### src/rtl/tmr8_pkg.sv
// Shared types and constants for the prescaled 8-bit timer.
package tmr8_pkg;
    // Counter source selector; the binary value is the software-visible code.
    typedef enum logic [2:0] {
        SRC_OFF      = 3'b000,
        SRC_DIV1     = 3'b001,
        SRC_DIV8     = 3'b010,
        SRC_DIV64    = 3'b011,
        SRC_DIV256   = 3'b100,
        SRC_DIV1024  = 3'b101,
        SRC_EXT_FALL = 3'b110,
        SRC_EXT_RISE = 3'b111
    } src_sel_e;

    // log2 of each prescale divisor, i.e. the prescaler strobe index used.
    localparam int TAP_DIV8    = 3;
    localparam int TAP_DIV64   = 6;
    localparam int TAP_DIV256  = 8;
    localparam int TAP_DIV1024 = 10;
endpackage

### src/rtl/tmr8_prescaler.sv
// Free-running prescale counter. Strobe k is high for one clock in every
// 2**k clocks (strobe 0 is always high). Assumes PRE_W >= 1.
module tmr8_prescaler #(
    parameter int PRE_W = 10
) (
    input  logic           clk,
    input  logic           rst_n,
    output logic [PRE_W:0] stb_o
);
    logic [PRE_W-1:0] pre_q;

    // Advance the shared prescale count on every clock.
    always_ff @(posedge clk) begin
        if (!rst_n) pre_q <= '0;
        else        pre_q <= pre_q + 1'b1;
    end

    // One strobe per power of two: all low bits at one marks the period end.
    for (genvar k = 0; k <= PRE_W; k++) begin : g_stb
        if (k == 0) begin : g_always
            assign stb_o[k] = 1'b1;
        end else begin : g_tap
            assign stb_o[k] = &pre_q[k-1:0];
        end
    end
endmodule

### src/rtl/tmr8_edge_sync.sv
// Brings an asynchronous pin into the clock domain through SYNC_STAGES
// flip-flops and flags its rising and falling edges for one clock each.
// Assumes the pin holds each level for at least two clocks.
module tmr8_edge_sync #(
    parameter int SYNC_STAGES = 2
) (
    input  logic clk,
    input  logic rst_n,
    input  logic pin_i,
    output logic rise_o,
    output logic fall_o
);
    logic [SYNC_STAGES-1:0] sync_q;
    logic                   last_q;

    // Synchronizer chain followed by one history stage for edge detection.
    always_ff @(posedge clk) begin
        if (!rst_n) begin
            sync_q <= '0;
            last_q <= 1'b0;
        end else begin
            sync_q <= {sync_q[SYNC_STAGES-2:0], pin_i};
            last_q <= sync_q[SYNC_STAGES-1];
        end
    end

    // Edge flags compare the synchronized level with its previous value.
    always_comb begin
        rise_o =  sync_q[SYNC_STAGES-1] & ~last_q;
        fall_o = ~sync_q[SYNC_STAGES-1] &  last_q;
    end
endmodule

### src/rtl/tmr8_count_core.sv
// Count register and overflow flag. Advances on tick_i, a software load
// has priority over the advance, a wrap sets the flag, and an acknowledge
// or a write of 1 clears it (a wrap in the same cycle wins).
module tmr8_count_core #(
    parameter int CNT_W = 8
) (
    input  logic             clk,
    input  logic             rst_n,
    input  logic             tick_i,
    input  logic             load_i,
    input  logic [CNT_W-1:0] load_val_i,
    input  logic             clr_i,
    output logic [CNT_W-1:0] cnt_o,
    output logic             flag_o
);
    localparam logic [CNT_W-1:0] CNT_TOP = '1;

    logic wrap;

    // A wrap occurs only on a real advance from the top value without a load.
    always_comb wrap = tick_i && !load_i && (cnt_o == CNT_TOP);

    // Count register: load first, then advance.
    always_ff @(posedge clk) begin
        if (!rst_n)      cnt_o <= '0;
        else if (load_i) cnt_o <= load_val_i;
        else if (tick_i) cnt_o <= cnt_o + 1'b1;
    end

    // Overflow flag: setting outranks clearing.
    always_ff @(posedge clk) begin
        if (!rst_n)     flag_o <= 1'b0;
        else if (wrap)  flag_o <= 1'b1;
        else if (clr_i) flag_o <= 1'b0;
    end
endmodule

### src/rtl/tmr8_prescaled.sv
// Top of the 8-bit timer: holds the selector and mask registers, picks the
// advance strobe from the prescaler or the external edge detector, and
// forms the interrupt request. Assumes ext_clk toggles no faster than
// every two clocks.
module tmr8_prescaled
    import tmr8_pkg::*;
#(
    parameter int CNT_W       = 8,
    parameter int PRE_W       = 10,
    parameter int SYNC_STAGES = 2
) (
    input  logic             clk,
    input  logic             rst_n,
    input  logic             sel_wr,
    input  logic [2:0]       sel_wdata,
    input  logic             cnt_wr,
    input  logic [CNT_W-1:0] cnt_wdata,
    input  logic             mask_wr,
    input  logic             mask_wdata,
    input  logic             flag_wr,
    input  logic             flag_wdata,
    input  logic             glob_ie,
    input  logic             irq_ack,
    input  logic             ext_clk,
    output logic [CNT_W-1:0] cnt_q,
    output logic [2:0]       sel_q,
    output logic             mask_q,
    output logic             ovf_flag,
    output logic             irq
);
    logic [PRE_W:0] pre_stb;
    logic           ext_rise;
    logic           ext_fall;
    logic           tick;
    logic           clr;
    src_sel_e       sel;

    // Selector and mask registers written by software.
    always_ff @(posedge clk) begin
        if (!rst_n) begin
            sel_q  <= SRC_OFF;
            mask_q <= 1'b0;
        end else begin
            if (sel_wr)  sel_q  <= sel_wdata;
            if (mask_wr) mask_q <= mask_wdata;
        end
    end

    tmr8_prescaler #(.PRE_W(PRE_W)) u_pre (
        .clk   (clk),
        .rst_n (rst_n),
        .stb_o (pre_stb)
    );

    tmr8_edge_sync #(.SYNC_STAGES(SYNC_STAGES)) u_ext (
        .clk    (clk),
        .rst_n  (rst_n),
        .pin_i  (ext_clk),
        .rise_o (ext_rise),
        .fall_o (ext_fall)
    );

    // Source multiplexer: choose the strobe that advances the counter.
    always_comb begin
        sel = src_sel_e'(sel_q);
        unique case (sel)
            SRC_OFF:      tick = 1'b0;
            SRC_DIV1:     tick = pre_stb[0];
            SRC_DIV8:     tick = pre_stb[TAP_DIV8];
            SRC_DIV64:    tick = pre_stb[TAP_DIV64];
            SRC_DIV256:   tick = pre_stb[TAP_DIV256];
            SRC_DIV1024:  tick = pre_stb[TAP_DIV1024];
            SRC_EXT_FALL: tick = ext_fall;
            SRC_EXT_RISE: tick = ext_rise;
            default:      tick = 1'b0;
        endcase
    end

    // Flag clear request: acknowledge or write-one.
    always_comb clr = irq_ack || (flag_wr && flag_wdata);

    tmr8_count_core #(.CNT_W(CNT_W)) u_core (
        .clk        (clk),
        .rst_n      (rst_n),
        .tick_i     (tick),
        .load_i     (cnt_wr),
        .load_val_i (cnt_wdata),
        .clr_i      (clr),
        .cnt_o      (cnt_q),
        .flag_o     (ovf_flag)
    );

    // Interrupt request gated by local mask and global enable.
    always_comb irq = ovf_flag && mask_q && glob_ie;
endmodule

### config.mk
export PLATFORM = sky130hd
export DESIGN_NAME = tmr8_prescaled
export DESIGN_NICKNAME = d
export VERILOG_FILES = /design/src/rtl/tmr8_pkg.sv /design/src/rtl/tmr8_prescaler.sv /design/src/rtl/tmr8_edge_sync.sv /design/src/rtl/tmr8_count_core.sv /design/src/rtl/tmr8_prescaled.sv
export SDC_FILE = /design/constraint.sdc
export NUM_CORES = 1
export LEC_CHECK = 0
export BUFFER_PORTS_ARGS = -buffer_cell sky130_fd_sc_hd__clkbuf_2
export CAP_MARGIN = 30
export CORE_AREA = 2 2 52 54
export DETAILED_ROUTE_END_ITERATION = 10
export DIE_AREA = 0 0 54 56
export PLACE_DENSITY = 0.75
export SYNTH_ARGS = -nofsm -noshare
export SYNTH_HDL_FRONTEND = slang
export SYNTH_SLANG_ARGS = --single-unit
### constraint.sdc
create_clock -name clk -period 3.6 [get_ports clk]
set_clock_uncertainty 0.15 [all_clocks]
set_input_delay 0.72 -clock clk [delete_from_list [all_inputs] [get_ports clk]]
set_output_delay 0.72 -clock clk [all_outputs]
set_load 0.005 [all_outputs]
==> impl_metrics.csv <==
group,metric,value,unit
worst_setup_path,critical_path_required,3.71,ns
grt,grt_pass1_wl,4190,um
floorplan,core_area,0.00243,sq mm
placed_design,place_ws,1.21,ns
clock_network,cts.hold.buffers_added,0,
floorplan,rows,18,
logic_synthesis,avgSynthCellArea,9.26,sq um
placed_design,dp_hpwl,1900,um
worst_setup_path,criticalPathCategory,"reg2reg",
clock_network,clkTransAtPathRegs,0.14,ns
timing,worst_pin_slew,0.608,ns
timing,finalSetupTns,0,ns
placed_design,io_buffers,35,
drt,detail_route.first_pass.iterations,4,
cells_and_area,fin_cells,198,
clock_network,root_buffer,"clkbuf_4",
timing,finalWorstSetupSlack,1.20,ns
cells_and_area,drive_gt1_frac,0.250,
worst_setup_path,path_max_fanout,13,
worst_setup_path,endpoint_kind,"register",
clock_network,ctsHtreeMaxLevel,1,
timing,fmax,0.417,GHz
worst_setup_path,cp.arrival,2.51,ns
cells_and_area,area_growth,18.4,%
power_and_ir_drop,irDropWorstVdd,280,uV
grt,grt_max_degree,29,
clock_network,cts_tree,"yes",
grt,gr-total-overflow,0,
timing,min_period,2.40,ns
logic_synthesis,ys_warn_count,0,
drt,drt-total-wl,2530,um
drt,antenna_left,0,
hold_path,hp-class,"reg2reg",
worst_setup_path,crit_path_start_kind,"register",
placed_design,place_area,0.00143,sq mm
cells_and_area,diodes,0,
timing,relSlewSlack,0.593,
worst_setup_path,crit_buf_inv,0,
floorplan,die_area,0.00302,sq mm
timing,rsz0062_at_grt,"no",
logic_synthesis,yosysSeqAreaShare,0.419,
cells_and_area,fin_nets,194,
clock_network,insertion_delay,0.32,ns
timing,fin_hold_ws,0.299,ns
timing,slew_violations,0,
cells_and_area,fill_cells,241,
logic_synthesis,syn_area,0.00124,sq mm
grt,grt_pass1_vias,972,
logic_synthesis,synth_seq_cells,26,
clock_network,cts_sinks,26,
hold_path,min_delay_path_depth,1,
drt,vias_per_cell,5.57,
placed_design,routabilityCongestion,0.770,
power_and_ir_drop,p_per_area,362,mW/mm^2
timing,finalCritPeriodShare,0.667,
run,maxCapViolations,0,
power_and_ir_drop,power,533,uW
worst_setup_path,path_cells,"ha_1 -> nand3_1 -> a2111oi_2 -> o211ai_2 -> or4_1 -> a31oi_1",
cells_and_area,final_cell_mix,"clkbuf_2 (35), dfxtp_1 (26), nand3_1 (13)",
outcome,status,"completed",
worst_setup_path,reg2regPathDepth,6,
clock_network,clk_path_buf_depth,2,
logic_synthesis,syn_nets,159,
worst_setup_path,cp.depth,6,
power_and_ir_drop,p_leak,0.660,nW
clock_network,cts_buffers,3,
grt,grt_use_total,0.182,
timing,setup_viol,0,
floorplan,start_util,0.510,
drt,num_vias,1103,
clock_network,cts_resized,0,
timing,finalHoldViolCount,0,
placed_design,placed_cells,194,
floorplan,die_h,56,um
drt,route.detailed.wl_per_inst,12.8,um
logic_synthesis,synth_cell_types,37,
worst_setup_path,slowest_delay,0.58,ns
drt,drc,0,
cells_and_area,post-route-util,0.604,
cells_and_area,layout_commonest_cell,"clkbuf_2",
grt,antenna_found_initial,0,
drt,drtIter0Drc,24,
floorplan,die_x,54,um
floorplan,ioPinCount,36,
worst_setup_path,cp_top_family,"compound AO/OA/AOI/OAI gates",
logic_synthesis,synth_cells,134,
cells_and_area,design_area,0.00147,sq mm
worst_setup_path,slowest_stage,"or4_1",
clock_network,postCtsSetupRepairBufs,0,
## per-layer routing
layer | up-vias | share of wire | global-route usage
met1 | 515 | 0.48 | 0.237
met2 | 21 | 0.47 | 0.287
met5 | - | 0 | 0
li1 | 563 | - | -
met4 | 0 | 0.016 | 0.0893
met3 | 4 | 0.033 | 0.0242
## synth_stat cells (all sizes together)
cell type  number  area [sq um]
o211a           1          10.0
nor3            2          10.0
o2111ai         1          8.76
o211ai          1          12.5
nand2b          1          6.26
o21ai           8          40.0
xor2            2          17.5
nand4           3          25.0
a21oi           1          5.00
dfxtp          26           521
nor2b           6          37.5
inv             3          11.3
nor2            3          11.3
ha              3          37.5
a311o           1          10.0
xnor2           3          26.3
a211o           1          8.76
o2111a          2          22.5
nand3b          1          7.51
o41ai           1          8.76
nand2          10          37.5
or4             3          22.5
clkbuf          4          15.0
and2            9          56.3
o31ai           1          7.51
nor4b           1          8.76
a31oi           2          12.5
a21boi          3          22.5
and3            3          18.8
nand4b          2          17.5
a2111oi         1          15.0
or3             3          18.8
mux2i           7          70.1
or4bb           1          11.3
buf             1          5.00
nand3          13          65.1
## cell families (layout without fill, tap and decap cells)
family                     count (synthesis)  in the layout  synth area share
and+or+nand+nor                           61             61             0.285
adders and majority gates                  3              3            0.0302
AOI/OAI and AO/OA                         24             24             0.148
xor gates and xnor gates                   5              5            0.0353
DFF                                       26             26             0.419
muxes                                      7              7            0.0565
buffers and inverters                      8             42            0.0252
## final timing paths
path                                      start         endpoint  slack [ns]
worst max-delay path             u_pre.pre_q[0]  u_core.cnt_o[6]        1.20
worst max register to register   u_pre.pre_q[0]  u_core.cnt_o[6]        1.20
worst min register to register  u_ext.sync_q[0]  u_ext.sync_q[1]        0.30
worst min-delay path            u_ext.sync_q[0]  u_ext.sync_q[1]        0.30
## state kept, by name, indices dropped and copies added (netlist names)
register and count:
mask_q 1, sel_q 3, u_core.cnt_o 8, u_core.flag_o 1, u_ext.last_q 1, u_ext.sync_q 2, u_pre.pre_q 10
## area by class of cell
class	count	area, sq um	area share
clock buffer	4	36.3	0.0247
inverter	3	11.3	0.00766
multi-input combinational	100	689	0.469
sequential	26	520	0.354
tap	30	37.5	0.0255
timing repair buffer	35	175	0.119
## power by group
group | total [mW] | switching [mW] | leakage, nW | internal [mW]
clock | 0.145 | 0.0836 | 0.0210 | 0.0618
combinational | 0.0679 | 0.0324 | 0.426 | 0.0355
sequential | 0.320 | 0.0174 | 0.213 | 0.302
total | 0.533 | 0.133 | 0.660 | 0.399
Power figures use the tool's default switching activity.
